File: src/rtl/xmemPkg.sv
package xmemPkg;
  typedef enum logic [1:0] {
    PH_IDLE   = 2'd0,
    PH_SETUP  = 2'd1,
    PH_STROBE = 2'd2,
    PH_HOLD   = 2'd3
  } phaseT;

  // Strobes from control to datapath
  typedef struct packed {
    logic latchReq;   // take a new request
    logic capture;    // last strobe cycle of a beat: grab read data
    logic nextBeat;   // advance to next beat
    logic selActive;  // chip enable asserted
    logic strobeOn;   // read/write strobe asserted
  } ctlStrobeT;
endpackage

File: src/rtl/xmemControl.sv
module xmemControl
  import xmemPkg::*;
#(
  parameter int WAIT_W = 4
) (
  input  logic              clk,
  input  logic              rstN,
  input  logic              reqValid,
  input  logic              reqInRange,
  input  logic [WAIT_W-1:0] waitLoad,
  input  logic              lastBeat,
  input  logic              busWaitN,
  output ctlStrobeT         ctl,
  output logic              reqReady,
  output logic              reqDone
);
  phaseT             phase;
  logic [WAIT_W-1:0] waitCnt;
  logic              countDone;

  assign countDone = (waitCnt == '0);

  always_ff @(posedge clk or negedge rstN) begin
    if (!rstN) begin
      phase   <= PH_IDLE;
      waitCnt <= '0;
      reqDone <= 1'b0;
    end else begin
      reqDone <= 1'b0;
      unique case (phase)
        PH_IDLE: begin
          if (reqValid) begin
            if (reqInRange) phase <= PH_SETUP;
            else            reqDone <= 1'b1;
          end
        end
        PH_SETUP: begin
          phase   <= PH_STROBE;
          waitCnt <= waitLoad;
        end
        PH_STROBE: begin
          if (!countDone)    waitCnt <= waitCnt - 1'b1;
          else if (busWaitN) phase   <= PH_HOLD;
        end
        PH_HOLD: begin
          if (lastBeat) begin
            phase   <= PH_IDLE;
            reqDone <= 1'b1;
          end else begin
            phase <= PH_SETUP;
          end
        end
        default: phase <= PH_IDLE;
      endcase
    end
  end

  always_comb begin
    ctl.latchReq  = (phase == PH_IDLE) && reqValid;
    ctl.capture   = (phase == PH_STROBE) && countDone && busWaitN;
    ctl.nextBeat  = (phase == PH_HOLD) && !lastBeat;
    ctl.selActive = (phase != PH_IDLE);
    ctl.strobeOn  = (phase == PH_STROBE);
    reqReady      = (phase == PH_IDLE);
  end
endmodule

File: src/rtl/xmemDatapath.sv
module xmemDatapath
  import xmemPkg::*;
#(
  parameter int NUM_CS = 6,
  parameter int ADDR_W = 26,
  parameter int WAIT_W = 4,
  parameter int SEL_W  = 3,
  parameter int REQ_AW = 27
) (
  input  logic                     clk,
  input  logic                     rstN,
  input  ctlStrobeT                ctl,
  input  logic                     reqWrite,
  input  logic [REQ_AW-1:0]        reqAddr,
  input  logic [31:0]              reqWdata,
  input  logic [NUM_CS*WAIT_W-1:0] cfgWait,
  input  logic [NUM_CS-1:0]        cfgWide,
  input  logic [NUM_CS-1:0]        cfgStrobe,
  input  logic [15:0]              busDataIn,
  output logic                     reqInRange,
  output logic                     lastBeat,
  output logic [WAIT_W-1:0]        waitLoad,
  output logic [31:0]              reqRdata,
  output logic [NUM_CS-1:0]        busCeN,
  output logic [ADDR_W-1:0]        busAddr,
  output logic                     busRdN,
  output logic                     busWrN,
  output logic [1:0]               busBsN,
  output logic [15:0]              busDataOut,
  output logic                     busDataOe
);
  localparam int WORD_W = ADDR_W - 2;

  logic [SEL_W-1:0]  reqSel, selQ;
  logic [WORD_W-1:0] wordQ;
  logic              writeQ, wideQ, strobeQ;
  logic [31:0]       wdataQ, rdataQ;
  logic [1:0]        beatQ, byteOff;
  logic [WAIT_W-1:0] waitQ, waitPick;
  logic              widePick, strobePick;
  logic [7:0]        laneByte;

  assign reqSel     = reqAddr[REQ_AW-1 -: SEL_W];
  assign reqInRange = (int'(reqSel) < NUM_CS);

  // Per-region configuration lookup
  always_comb begin
    waitPick   = '0;
    widePick   = 1'b0;
    strobePick = 1'b0;
    for (int i = 0; i < NUM_CS; i++) begin
      if (reqSel == SEL_W'(i)) begin
        waitPick   = cfgWait[i*WAIT_W +: WAIT_W];
        widePick   = cfgWide[i];
        strobePick = cfgStrobe[i];
      end
    end
  end

  always_ff @(posedge clk or negedge rstN) begin
    if (!rstN) begin
      selQ    <= '0;
      wordQ   <= '0;
      writeQ  <= 1'b0;
      wideQ   <= 1'b0;
      strobeQ <= 1'b0;
      wdataQ  <= '0;
      rdataQ  <= '0;
      beatQ   <= '0;
      waitQ   <= '0;
    end else begin
      if (ctl.latchReq) begin
        selQ    <= reqSel;
        wordQ   <= reqAddr[WORD_W-1:0];
        writeQ  <= reqWrite;
        wideQ   <= widePick;
        strobeQ <= strobePick;
        wdataQ  <= reqWdata;
        rdataQ  <= '0;
        beatQ   <= '0;
        waitQ   <= waitPick;
      end
      if (ctl.capture && !writeQ) begin
        for (int k = 0; k < 4; k++) begin
          if (wideQ ? (beatQ[0] == 1'(k / 2)) : (beatQ == 2'(k)))
            rdataQ[8*k +: 8] <= wideQ ? busDataIn[8*(k%2) +: 8] : busDataIn[7:0];
        end
      end
      if (ctl.nextBeat) beatQ <= beatQ + 2'd1;
    end
  end

  assign byteOff  = wideQ ? {beatQ[0], 1'b0} : beatQ;
  assign lastBeat = wideQ ? beatQ[0] : (beatQ == 2'd3);
  assign waitLoad = waitQ;
  assign reqRdata = rdataQ;
  assign busAddr  = {wordQ, byteOff};

  always_comb begin
    unique case (beatQ)
      2'd0:    laneByte = wdataQ[7:0];
      2'd1:    laneByte = wdataQ[15:8];
      2'd2:    laneByte = wdataQ[23:16];
      default: laneByte = wdataQ[31:24];
    endcase
  end

  assign busDataOut = wideQ ? (beatQ[0] ? wdataQ[31:16] : wdataQ[15:0]) : {8'h00, laneByte};
  assign busDataOe  = ctl.selActive && writeQ;
  assign busRdN     = !(ctl.strobeOn && !writeQ);
  assign busWrN     = !(ctl.strobeOn && writeQ);
  assign busBsN     = (!ctl.selActive || !strobeQ) ? 2'b11 : (wideQ ? 2'b00 : 2'b10);

  for (genvar g = 0; g < NUM_CS; g++) begin : g_ce
    assign busCeN[g] = !(ctl.selActive && (selQ == SEL_W'(g)));
  end
endmodule

File: src/rtl/xmemBusCtl.sv
module xmemBusCtl
  import xmemPkg::*;
#(
  parameter int NUM_CS = 6,
  parameter int ADDR_W = 26,
  parameter int WAIT_W = 4,
  localparam int SEL_W  = $clog2(NUM_CS),
  localparam int REQ_AW = SEL_W + ADDR_W - 2
) (
  input  logic                     clk,
  input  logic                     rstN,
  input  logic                     reqValid,
  input  logic                     reqWrite,
  input  logic [REQ_AW-1:0]        reqAddr,
  input  logic [31:0]              reqWdata,
  output logic                     reqReady,
  output logic                     reqDone,
  output logic [31:0]              reqRdata,
  input  logic [NUM_CS*WAIT_W-1:0] cfgWait,
  input  logic [NUM_CS-1:0]        cfgWide,
  input  logic [NUM_CS-1:0]        cfgStrobe,
  output logic [NUM_CS-1:0]        busCeN,
  output logic [ADDR_W-1:0]        busAddr,
  output logic                     busRdN,
  output logic                     busWrN,
  output logic [1:0]               busBsN,
  output logic [15:0]              busDataOut,
  output logic                     busDataOe,
  input  logic [15:0]              busDataIn,
  input  logic                     busWaitN
);
  ctlStrobeT         ctl;
  logic              reqInRange, lastBeat;
  logic [WAIT_W-1:0] waitLoad;

  xmemControl #(.WAIT_W(WAIT_W)) u_control (
    .clk, .rstN, .reqValid, .reqInRange, .waitLoad, .lastBeat, .busWaitN,
    .ctl, .reqReady, .reqDone
  );

  xmemDatapath #(
    .NUM_CS(NUM_CS), .ADDR_W(ADDR_W), .WAIT_W(WAIT_W), .SEL_W(SEL_W), .REQ_AW(REQ_AW)
  ) u_datapath (
    .clk, .rstN, .ctl, .reqWrite, .reqAddr, .reqWdata, .cfgWait, .cfgWide, .cfgStrobe,
    .busDataIn, .reqInRange, .lastBeat, .waitLoad, .reqRdata, .busCeN, .busAddr,
    .busRdN, .busWrN, .busBsN, .busDataOut, .busDataOe
  );
endmodule

File: config.mk
export PLATFORM = sky130hd
export DESIGN_NAME = xmemBusCtl
export DESIGN_NICKNAME = d
export VERILOG_FILES = /design/src/rtl/xmemPkg.sv /design/src/rtl/xmemControl.sv /design/src/rtl/xmemDatapath.sv /design/src/rtl/xmemBusCtl.sv
export SDC_FILE = /design/constraint.sdc
export NUM_CORES = 1
export LEC_CHECK = 0
export CAP_MARGIN = 20
export CORE_MARGIN = 2
export CORE_UTILIZATION = 27
export CTS_BUF_LIST = sky130_fd_sc_hd__clkbuf_8
export DETAILED_ROUTE_END_ITERATION = 8
export PLACE_DENSITY = 0.52
export SLEW_MARGIN = 25
export SYNTH_ARGS = -nofsm -noshare
export SYNTH_HDL_FRONTEND = slang
export SYNTH_SLANG_ARGS = --single-unit
File: constraint.sdc
create_clock -name clk -period 2.6 [get_ports clk]
set_clock_uncertainty 0.1 [all_clocks]
set_input_delay 0.52 -clock clk [delete_from_list [all_inputs] [get_ports clk]]
set_output_delay 0.52 -clock clk [all_outputs]
set_load 0.01 [all_outputs]
# ---- After elaboration in Yosys (flattened, before gate mapping)
# Cells that the tools add are included.
dict set report word_totals {
  wordCells 123
  regBits 107
  output_inout_bits 87
}
dict set report classes {
  reduce_logical 37
  n_lt_le_gt_ge 1
  muxes 49
  n_eq_ne 21
  bitwise 1
  add_sub_neg 2
}
# operator n
set ops {}
lappend ops {{$mux 32} 2}
lappend ops {{$mux 8} 5}
lappend ops {{$mux 16} 2}
lappend ops {{$mux 4} 7}
lappend ops {{$pmux 8 s3} 1}
lappend ops {{$mux 1} 20}
lappend ops {{$mux 2} 9}
lappend ops {{$logic_and 1x1->1} 14}
lappend ops {{$eq 3x2->1 const B} 4}
lappend ops {{$eq 3x3->1 const B} 4}
lappend ops {{$logic_not 1->1} 12}
lappend ops {{$eq 2x2->1 const B} 4}
lappend ops {{$ne 2x2->1 const B} 4}
lappend ops {{$pmux 2 s4} 1}
lappend ops {{$pmux 4 s2} 1}
lappend ops {{$eq 3x1->1 const B} 2}
lappend ops {{$logic_not 3->1} 2}
lappend ops {{$reduce_bool 2->1} 3}
lappend ops {{$eq 2x1->1 const B} 2}
lappend ops {{$logic_not 2->1} 2}
lappend ops {{$logic_not 4->1} 1}
lappend ops {{$reduce_and 4->1} 1}
lappend ops {{$sub 4x1->4 const B} 1}
lappend ops {{$lt 3x3->1 const B} 1}
lappend ops {{6 further kinds} 6}

# ---- Logic depth before layout (Yosys ltp)
# Gate-level depths: netlist of the first run.
dict set report depth {
  depth_word 7
  ltp_mapped 7
  depth_no_buf 6
}

# ---- Cells and area by module
# Synthesis of the first run repeated with hierarchy kept, for this count alone.
dict set report hier_totals {
  hier_cells 479
  area_unflattened_um2 5580.4
}
# mod area_each_um2 cells_per_inst n_inst
set modules_own_cells {}
lappend modules_own_cells {xmemDatapath 5068.6 423 1}
lappend modules_own_cells {xmemControl 511.7 56 1}

# ---- Worst setup path before layout of the first run
# OpenSTA, ideal clock, no wires.
dict set report synth_timing {
  path_type {register -> output}
  startpoint {register u_datapath.beatQ[0]}
  endpoint {output port busDataOut[5]}
  arrival_time_ps 1899
  setup_slack_ps 81
  path_stages_with_launch 8
  path_buffers 2
  path_cell_list {dfrtp_1 -> buf_1 -> inv_1 -> ha_1 -> buf_2 -> a222oi_1 -> mux2_2 -> o21ai_0}
}
dict set report synth_via {
  elab_chain_len 3
  elab_cells_between_ends 6
}
# element line
set synth_rtl {}
lappend synth_rtl {{start: declaration} xmemDatapath.sv:38} ;# logic [1:0] beatQ, byteOff;
lappend synth_rtl {{start signal: assignment} xmemDatapath.sv:89} ;# if (ctl.nextBeat) beatQ <= beatQ + 2'd1;
lappend synth_rtl {{$eq 2x2->1 (tied with other cells)} xmemDatapath.sv:100} ;# unique case (beatQ)
lappend synth_rtl {{$pmux 8 s3} xmemDatapath.sv:100}
lappend synth_rtl {{$mux 16 (*)} xmemDatapath.sv:108} ;# assign busDataOut = wideQ ? (beatQ[0] ? wdataQ[31:16] : wdataQ[15:0]) : {8'h00, laneByte};
lappend synth_rtl {{end: declaration} xmemBusCtl.sv:27} ;# output logic [15:0] busDataOut,
# Every way passes the cells marked *; elsewhere a longest branch is shown, timed or not.

# ---- Worst setup path in the final report of the first run
dict set report layout_timing {
  startpoint {register u_datapath.beatQ[1]}
  endpoint {output port busDataOut[6]}
}
dict set report layout_via {
  elab_chain_len 3
  elab_cells_between_ends 5
}
# element line
set layout_rtl {}
lappend layout_rtl {{$eq 2x2->1 (tied with other cells)} xmemDatapath.sv:100}
lappend layout_rtl {{$pmux 8 s3 (*)} xmemDatapath.sv:100}
lappend layout_rtl {{$mux 16 (*)} xmemDatapath.sv:108}
# Marks and branches as above.

==> results of run 1 <==
## cell families (layout without fill, tap and decap cells)
group | after synthesis | count (layout) | share of synthesized area
buffers and inverters | 63 | 275 | 0.04534
adders and majority gates | 10 | 10 | 0.02290
DFF | 107 | 107 | 0.4900
and+or+nand+nor | 248 | 248 | 0.1912
xor gates and xnor gates | 2 | 2 | 0.003206
muxes | 77 | 77 | 0.1459
AOI/OAI and AO/OA | 77 | 77 | 0.1014
## power breakdown
group	switching, uW	leakage, uW	internal [uW]
Sequential	482	0.00137	2260
Clock	622	0.000109	543
Combinational	2090	0.00252	2220
Total	3200	0.00401	5020
## worst min path at each step
stage | startpoint | end | slack (ns) | depth (start not counted)
after global routing | rstN | u_datapath.wdataQ[1] | 0.19 | 2
after global placement | u_datapath.wordQ[23] | u_datapath.wordQ[23] | 0.36 | 2
after detailed placement | u_datapath.wordQ[23] | u_datapath.wordQ[23] | 0.37 | 2
after CTS | rstN | u_datapath.wdataQ[1] | 0.17 | 2
final | rstN | u_datapath.wdataQ[29] | 0.14 | 2
after floorplan | rstN | u_control.phase[0] | 0.12 | 0
## metal layers
layer  share of wire  wire (um)  global-route usage  vias to the layer above
met5               0          0                   0                        -
met4           0.018        318             0.04951                        0
met3           0.072       1269             0.04813                       17
met2            0.46       8183              0.2672                      168
met1            0.45       7918              0.2155                     2322
li1                -          -                   -                     2355
## registers in the layout, summed over array words and instances, names as in the netlist, 2 cells and up
signal / flops
u_datapath.wdataQ: 32
u_datapath.waitLoad: 4
u_datapath.selQ: 3
u_datapath.beatQ: 2
u_datapath.reqRdata: 32
u_datapath.wordQ: 24
u_control.waitCnt: 4
u_control.phase: 2
## cell usage in the layout, fill, tap and decap left out, drive strengths merged, types with 10 or more instances in the layout
master and count:
a21oi 19, mux2i 56, buf 33, mux2 21
ha 10, clkdlybuf4s50 182, o21ai 11, nand2 208
dfrtp 107, clkbuf 10, inv 29, a221oi 11
nor2b 15
## per-stage QoR
step | utilization | setup slack [ns] | cell area (um2) | total power, uW
after global placement | 0.3960 | -0.005155 | 7935 | 6837
after floorplan | - | 0.08146 | 5464 | 4857
after global routing | 0.4151 | -0.06977 | 8319 | 8827
after detailed placement | 0.3960 | -0.04172 | 7935 | 6927
after CTS | 0.4110 | -0.03464 | 8237 | 8204
final | 0.4151 | 0.02218 | 8319 | 8217
## cell type report
class                      count  share of cell area
inverter                      27             0.01218
clock buffer                   9             0.01489
tap                          270             0.04061
multi-input combinational    414              0.3190
sequential                   107              0.3223
clock inverter                 6             0.01098
timing repair buffer         233              0.2800
## timing repair
| item | 4_1_cts | 5_1_grt |
|---|---|---|
| setup buffers | 3 | 3 |
| setup endpoints to repair | 23 | 20 |
| pin swaps | 4 | 3 |
| resized for setup | 41 | 17 |
==> out/qor.csv, run 1 <==
stage,metric,value,unit
run_status,status,completed,
sta,setup_violations,0,
critical_path,r2r_setup_slack,0.50,ns
critical_path,critical_path_peak_fanout,4,
global_routing,grt_start_max_net_pins,57,
critical_path,worstSetupStartpoint,u_datapath.beatQ[1],
run,maxCapViolCount,0,
power,p_per_area,987.7,nW/um2
drt,via_count,4862,
clock_network,cts_sinks,107,
die,fp.coreArea,20040,um2
clock_network,htree_num_levels,3,
logic_synthesis,ys_seq_elements,107,
critical_path,worst_path_max_delay_cell,dfrtp_1,
clock_network,clk_path_buf_depth,2,
critical_path,worstPathRequired,1.98,ns
sta,timing.hold.ws,0.1358,ns
clock_network,clk_latency,0.39,ns
sta,min_period,2.578,ns
critical_path,crit_end,busDataOut[6],
critical_path,cp.depth,6,
cells_and_area,multi_input_area,2654,um2
cells_and_area,final_cell_count_no_fill,1066,
logic_synthesis,ys_warn_count,0,
cells_and_area,diodes,0,
critical_path,start_kind,flip-flop,
cells_and_area,fillCellCount,2043,
clock_network,cts_made_buffers,9,
logic_synthesis,yosysSeqAreaShare,0.4900,
place,dp_hpwl,12920,um
clock_network,cts-root-buf,clkbuf_8,
die,die-area,21390,um2
cells_and_area,drive_gt1_frac,0.1281,
drt,drt-wirelength-per-cell,16.59,um
critical_path,path_cells,buf_6 -> ha_4 -> a222oi_1 -> mux2_4 -> o21ai_0 -> buf_2,
drt,drtPass1Iterations,4,
sta,timing.slew.headroom,0.4975,
logic_synthesis,synth_area_leaders,"dfrtp_1 49%, nand2_1 14%, mux2i_1 10%",
logic_synthesis,ys_async_sr_fraction,1.000,
logic_synthesis,synth_top_area_frac,0.4900,
drt,wl,17690,um
logic_synthesis,synth_area_per_cell,9.356,um2
global_routing,antenna_found_initial,0,
die,die_h,146.3,um
sta,worst_pin_slew,0.7516,ns
global_routing,grt_pass1_vias,5096,
logic_synthesis,yosys-top-cells-count,"208 x nand2_1, 107 x dfrtp_1, 56 x mux2i_1",
critical_path,cp-end-kind,primary output,
sta,hold_violations,0,
place,portBuffers,202,
place,place_congestion,0.8075,
die,die_w,146.3,um
clock_network,postCtsHoldBufs,0,
critical_path,path_buf_inv,2,
sta,setup_tns,0,ns
critical_path,cpPeakStageDelay,0.42,ns
die,io_pins,203,
sta,fmax,387.9,MHz
sta,post-route-period-util,0.9915,
drt,viasPerCell,4.561,
cells_and_area,seq_area,2681,um2
clock_network,path_clk_slew,0.11,ns
logic_synthesis,mappedNetlistArea,5464,um2
logic_synthesis,yosys_most_used_dff,dfrtp_1,
logic_synthesis,yosys.cell_types.count,43,
cells_and_area,nets,918,
logic_synthesis,synth_edf_count,0,
logic_synthesis,syn-instance-count,584,
logic_synthesis,yosys.area.top_type,dfrtp_1,
worst_hold_path,hp-class,in2async,
power,leakagePower,0.004005,uW
drt,drc,0,
clock_network,tritoncts,done,
global_routing,gr-total-overflow,0,
drt,ant_nets,0,
drt,detail_route.iter0.violations,157,
critical_path,r2r_cells,6,
logic_synthesis,syn_nets,710,
critical_path,crit_type,reg2out,
critical_path,cp.arrival,1.96,ns
logic_synthesis,yosysMostFrequentCell,nand2_1,
sta,maxSlewViolCount,0,
critical_path,r2r-end,u_datapath.reqRdata[8],
critical_path,r2r-start,u_datapath.beatQ[0],
power,vdd_drop_max,427.8,uV
critical_path,crit_family,compound AO/OA/AOI/OAI gates,
global_routing,grt_usage,0.1653,
die,std_cell_rows,52,
global_routing,grt_pass1_wl,28030,um
place,placedCellCount,1045,
die,initial_core_util,0.2727,
sta,rsz0062_at_grt,true,
cells_and_area,area_growth,52.26,%
(Power assumes the default switching activity.)
==> inputs of run 2 (changes only) <==
--- a/config.mk
+++ b/config.mk
@@ -6,6 +6,7 @@
 export NUM_CORES = 1
 export LEC_CHECK = 0
 export CAP_MARGIN = 20
+export CORE_ASPECT_RATIO = 1.75
 export CORE_MARGIN = 2
 export CORE_UTILIZATION = 27
 export CTS_BUF_LIST = sky130_fd_sc_hd__clkbuf_8
==> constraint.sdc (replaced) <==
create_clock -name clk -period 3.3 [get_ports clk]
set_clock_uncertainty 0.1 [all_clocks]
set_input_delay 0.66 -clock clk [delete_from_list [all_inputs] [get_ports clk]]
set_output_delay 0.66 -clock clk [all_outputs]
set_load 0.01 [all_outputs]
==> out/qor.csv, run 2 (synthesis gave the netlist of run 1 again) <==
stage,metric,value,unit,change
run_status,status,completed,,
sta,setup_tns,0,ns,unchanged
cells_and_area,multi_input_area,2587,um2,-2.5%
critical_path,start_kind,flip-flop,,
clock_network,cts-root-buf,clkbuf_8,,
drt,via_count,4815,,-0.97%
global_routing,gr-total-overflow,0,,unchanged
critical_path,path_cells,inv_1 -> ha_4 -> a222oi_1 -> mux2_2 -> o21ai_1 -> clkdlybuf4s50_1,,
cells_and_area,design_area,8001,um2,-3.8%
critical_path,cp.arrival,2.36,ns,+0.40 ns
sta,timing.slew.headroom,0.5102,,+0.01273
power,vdd_drop_max,398.2,uV,-6.9%
clock_network,clk_path_buf_depth,2,,unchanged
global_routing,grt_start_max_net_pins,70,,+23%
clock_network,path_clk_slew,0.11,ns,about the same
clock_network,cts_made_buffers,9,,unchanged
critical_path,r2r-end,u_datapath.reqRdata[8],,
run,maxCapViolCount,0,,unchanged
drt,detail_route.iter0.violations,176,,+12%
clock_network,tritoncts,done,,
die,initial_core_util,0.2756,,+0.002960
critical_path,path_buf_inv,2,,unchanged
die,io_pins,203,,unchanged
clock_network,postCtsHoldBufs,0,,unchanged
cells_and_area,final_cell_mix,"207 x nand2_1, 201 x clkdlybuf4s50_1, 106 x dfrtp_1",,
critical_path,critical_path_peak_fanout,9,,+5
critical_path,r2r_setup_slack,0.97,ns,+0.47 ns
worst_hold_path,hp-class,in2async,,
drt,ant_nets,0,,unchanged
cells_and_area,mostFrequentLayoutCell,nand2_1,,
place,portBuffers,202,,unchanged
clock_network,htree_num_levels,3,,unchanged
drt,drt-wirelength-per-cell,17.74,um,+6.9%
critical_path,cpPeakStageDelay,0.57,ns,+0.15 ns
critical_path,crit_type,reg2out,,
drt,wl,18120,um,+2.4%
critical_path,crit_family,buffers and inverters,,
place,pre_cts_slack,0.3224,ns,+0.3642 ns
critical_path,cp-end-kind,primary output,,
cells_and_area,drive_gt1_frac,0.08505,,-0.04309
cells_and_area,area_growth,46.44,%,
drt,viasPerCell,4.716,,+3.4%
place,placed_area,7759,um2,-2.2%
clock_network,cts_setup_buffers,0,,-3
place,place_congestion,0.8035,,-0.50%
sta,worst_pin_slew,0.7326,ns,-0.01904 ns
critical_path,r2r_cells,6,,unchanged
die,die_w,111.5,um,-24%
power,p_per_area,765.3,nW/um2,-23%
cells_and_area,diodes,0,,unchanged
power,leakagePower,0.003764,uW,-6.0%
sta,min_period,3.118,ns,
clock_network,cts_sinks,107,,unchanged
critical_path,worstPathRequired,2.54,ns,+0.56 ns
global_routing,grt_pass1_wl,28040,um,about the same
drt,drc,0,,unchanged
place,dp_hpwl,13810,um,+6.9%
sta,setup_ws,0.1822,ns,+0.1600 ns
die,die_h,192.2,um,+31%
cells_and_area,seq_area,2679,um2,about the same
sta,post-route-period-util,0.9448,,
sta,setup_violations,0,,unchanged
cells_and_area,fillCellCount,1964,,-3.9%
critical_path,r2r-start,u_control.phase[0],,
global_routing,antenna_found_initial,0,,unchanged
sta,hold_violations,0,,unchanged
die,die-area,21440,um2,+0.21%
critical_path,worst_path_max_delay_cell,clkdlybuf4s50_1,,
sta,fmax,320.7,MHz,
drt,drtPass1Iterations,5,,+1
die,fp.coreArea,19820,um2,-1.1%
sta,rsz0062_at_grt,false,,
cells_and_area,nets,897,,-2.3%
die,std_cell_rows,68,,+31%
sta,maxSlewViolCount,0,,unchanged
global_routing,grt_pass1_vias,5184,,+1.7%
global_routing,grt_usage,0.1683,,+0.002957
clock_network,clk_latency,0.38,ns,about the same
power,power.total,6124,uW,-25%
-- run 2: worst register-to-register path, delay by kind of cell (launching register included) --
family                     cells  cell delay (ns)
DFF                            1             0.45
and+or+nand+nor                2             0.56
adders and majority gates      1             0.50
muxes                          1             0.07
buffers and inverters          2             0.50
-- run 2: per-stage QoR --
| stage | instances | hold slack, ns | util |
|---|---|---|---|
| global route | 1021 | 0.04031 | 0.4036 |
| floorplan | 584 | 0.2644 | - |
| finish | 1021 | 0.04344 | 0.4036 |
| CTS | 1020 | 0.3201 | 0.4012 |
| global placement | 1004 | 0.3606 | 0.3914 |
| detailed placement | 1004 | 0.3620 | 0.3914 |
-- run 2: how the worst max path moves through the flow --
stage	slack, ns	endpoint	from	cells past startpoint
2_1_floorplan	0.64	busDataOut[5]	u_datapath.beatQ[0]	7
3_3_place_gp	0.32	busDataOut[6]	u_datapath.beatQ[0]	6
3_5_place_dp	0.32	busDataOut[6]	u_datapath.beatQ[0]	6
4_1_cts	0.04	busDataOut[6]	u_datapath.beatQ[1]	6
5_1_grt	0.02	busDataOut[5]	u_datapath.beatQ[0]	6
6_report	0.18	busDataOut[6]	u_datapath.beatQ[0]	6
-- run 2: power by group --
part	total [uW]	switching, uW	internal, uW
logic	3150	1530	1630
clock network	778	497	281
registers	2190	415	1780
total	6120	2440	3680
-- run 2: cell type report --
cell class,count,area share
clock buffer,9,0.01548
multi-input combinational,414,0.3234
tap,245,0.03831
sequential,107,0.3348
clock inverter,7,0.006411
inverter,27,0.01267
timing repair buffer,212,0.2690
-- run 2: repair_timing --
item,4_1_cts,5_1_grt
pin swaps,0,0
endpoints found under the setup margin,6,2
cloned,0,0
resized for setup,5,3
-- run 2: metal layers --
layer / vias to the layer above / global-route usage / wire length [um]
met1: 2353 / 0.1727 / 6461
met5: - / 0 / 0
met2: 114 / 0.3340 / 10560
met4: 0 / 0.07217 / 536
li1: 2323 / - / -
met3: 25 / 0.02461 / 563
==> inputs of run 3 (changes only) <==
--- a/config.mk
+++ b/config.mk
@@ -7,12 +7,12 @@
 export LEC_CHECK = 0
 export CAP_MARGIN = 20
 export CORE_ASPECT_RATIO = 1.75
-export CORE_MARGIN = 2
 export CORE_UTILIZATION = 27
 export CTS_BUF_LIST = sky130_fd_sc_hd__clkbuf_8
 export DETAILED_ROUTE_END_ITERATION = 8
-export PLACE_DENSITY = 0.52
+export PLACE_DENSITY_LB_ADDON = 0.15
 export SLEW_MARGIN = 25
 export SYNTH_ARGS = -nofsm -noshare
 export SYNTH_HDL_FRONTEND = slang
 export SYNTH_SLANG_ARGS = --single-unit
+export TNS_END_PERCENT = 50
==> out/qor.csv, run 3 (synthesis gave the netlist of run 1 again) <==
stage,metric,value,unit,change
run_status,status,completed,,
power,power.total,6163,uW,+0.63%
place,portBuffers,202,,unchanged
drt,drtPass1Iterations,4,,-1
drt,via_count,4799,,-0.33%
critical_path,cp-end-kind,primary output,,
sta,setup_violations,0,,unchanged
clock_network,tritoncts,done,,
die,die_h,190.2,um,-1.0%
clock_network,cts_sinks,107,,unchanged
global_routing,antenna_found_initial,0,,unchanged
die,fp.coreArea,19740,um2,-0.43%
drt,ant_nets,0,,unchanged
critical_path,cpPeakStageDelay,0.58,ns,about the same
cells_and_area,final_cell_mix,"207 x nand2_1, 201 x clkdlybuf4s50_1, 105 x dfrtp_1",,
clock_network,cts-root-buf,clkbuf_8,,
sta,setup_tns,0,ns,unchanged
power,vdd_drop_max,434.9,uV,+9.2%
sta,hold_violations,0,,unchanged
sta,maxSlewViolCount,0,,unchanged
die,io_pins,203,,unchanged
place,place_congestion,0.7643,,-4.9%
critical_path,crit_family,buffers and inverters,,
cells_and_area,seq_area,2680,um2,about the same
clock_network,path_clk_slew,0.12,ns,about the same
cells_and_area,multi_input_area,2597,um2,+0.39%
critical_path,crit_type,reg2out,,
drt,wl,17140,um,-5.4%
global_routing,grt_usage,0.1707,,+0.002448
clock_network,clk_path_buf_depth,2,,unchanged
worst_hold_path,hp-class,in2async,,
sta,post-route-period-util,0.9550,,+0.01017
run,maxCapViolCount,0,,unchanged
die,std_cell_rows,68,,unchanged
cells_and_area,utilization,0.4050,,+0.001359
cells_and_area,area_growth,46.30,%,about the same
sta,worst_pin_slew,0.7339,ns,+0.001281 ns
power,leakagePower,0.003764,uW,about the same
die,initial_core_util,0.2768,,+0.001188
clock_network,htree_num_levels,3,,unchanged
critical_path,worstPathRequired,2.54,ns,about the same
clock_network,postCtsHoldBufs,0,,unchanged
power,p_per_area,770.9,nW/um2,+0.73%
critical_path,path_buf_inv,2,,unchanged
clock_network,cts_made_buffers,9,,unchanged
global_routing,grt_start_max_net_pins,68,,-2.9%
cells_and_area,diodes,0,,unchanged
critical_path,worst_path_max_delay_cell,clkdlybuf4s50_1,,
place,placed_area,7734,um2,-0.32%
critical_path,path_cells,inv_1 -> ha_4 -> a222oi_1 -> mux2_2 -> o21ai_0 -> clkdlybuf4s50_1,,
global_routing,gr-total-overflow,0,,unchanged
cells_and_area,design_area,7994,um2,about the same
cells_and_area,fillCellCount,1965,,+0.051%
drt,detail_route.iter0.violations,168,,-4.5%
drt,drt-wirelength-per-cell,16.80,um,-5.3%
die,die_w,109.5,um,-1.8%
critical_path,start_kind,flip-flop,,
cells_and_area,mostFrequentLayoutCell,nand2_1,,
sta,timing.slew.headroom,0.5108,,+0.0005860
sta,fmax,317.3,MHz,-1.1%
drt,drc,0,,unchanged
critical_path,cp.arrival,2.39,ns,+0.03 ns
clock_network,clk_latency,0.37,ns,about the same
cells_and_area,nets,896,,-0.11%
global_routing,grt_pass1_vias,5143,,-0.79%
place,dp_hpwl,12920,um,-6.4%
critical_path,critical_path_peak_fanout,9,,unchanged
global_routing,grt_pass1_wl,27040,um,-3.6%
cells_and_area,drive_gt1_frac,0.08516,,+0.0001097
drt,viasPerCell,4.705,,-0.23%
sta,min_period,3.151,ns,+0.03356 ns
clock_network,cts_setup_buffers,0,,unchanged
die,die-area,20830,um2,-2.8%
-- run 3: cell count changes in the layout (fill, tap and decap cells not counted), moves of 2 or more --
cell	previous run	this run
clkinv_2	2	0
clkinvlp_4	2	0
buf_12	3	1
buf_4	7	9
-- run 3: layout make-up --
type | count | share of cell area
Clock buffer | 9 | 0.01550
Clock inverter | 7 | 0.01064
Multi-Input combinational cell | 414 | 0.3249
Timing Repair Buffer | 211 | 0.2626
Tap cell | 245 | 0.03835
Inverter | 27 | 0.01268
Sequential cell | 107 | 0.3353
-- run 3: worst reg2reg max path, stage by stage, from the launching register on --
cell     delay, ns
dfrtp_1       0.45
inv_1         0.14
ha_1          0.52
nand2_4       0.54
buf_4         0.49
nand2_1       0.13
nand2_1       0.05
-- run 3: per-layer routing --
layer,share of wire,vias to the layer above,routed length [um],global-route usage
li1,-,2315,-,-
met1,0.38,2347,6482,0.1888
met2,0.57,127,9732,0.3270
met3,0.042,10,725,0.03118
met4,0.011,0,194,0.04000
met5,0,-,0,0
-- run 3: path summary, 6_finish.rpt --
kind / start / to / slack [ns] / depth (start not counted)
min in group clk: u_datapath.wordQ[2] / u_datapath.wordQ[2] / 0.38 / 2
hold / removal: rstN / u_datapath.wdataQ[8] / 0.21 / 1
setup / recovery: u_datapath.beatQ[1] / busDataOut[6] / 0.15 / 6
hold reg to reg: u_datapath.wordQ[2] / u_datapath.wordQ[2] / 0.38 / 2
setup reg to reg: u_control.phase[0] / u_datapath.wdataQ[4] / 0.79 / 6
max in group asynchronous: rstN / u_datapath.reqRdata[23] / 2.11 / 2
-- run 3: stage by stage --
stage | hold slack [ns] | instances | setup WS, ns
floorplan | 0.2644 | 584 | 0.6415
global placement | 0.3591 | 1004 | 0.3840
detailed placement | 0.3609 | 1004 | 0.3529
CTS | 0.2289 | 1020 | 0.01581
global route | 0.2479 | 1020 | -0.003258
finish | 0.2121 | 1020 | 0.1486
-- run 3: repair_timing --
item,CTS,global route
gates cloned,0,0
setup endpoints to repair,3,6
gates resized for setup,4,6
-- run 3: power by group --
group	leakage (uW)	switching (uW)	internal [uW]
clock network	0.000109	495	365
registers	0.00137	415	1780
logic	0.00228	1500	1610
total	0.00376	2410	3750
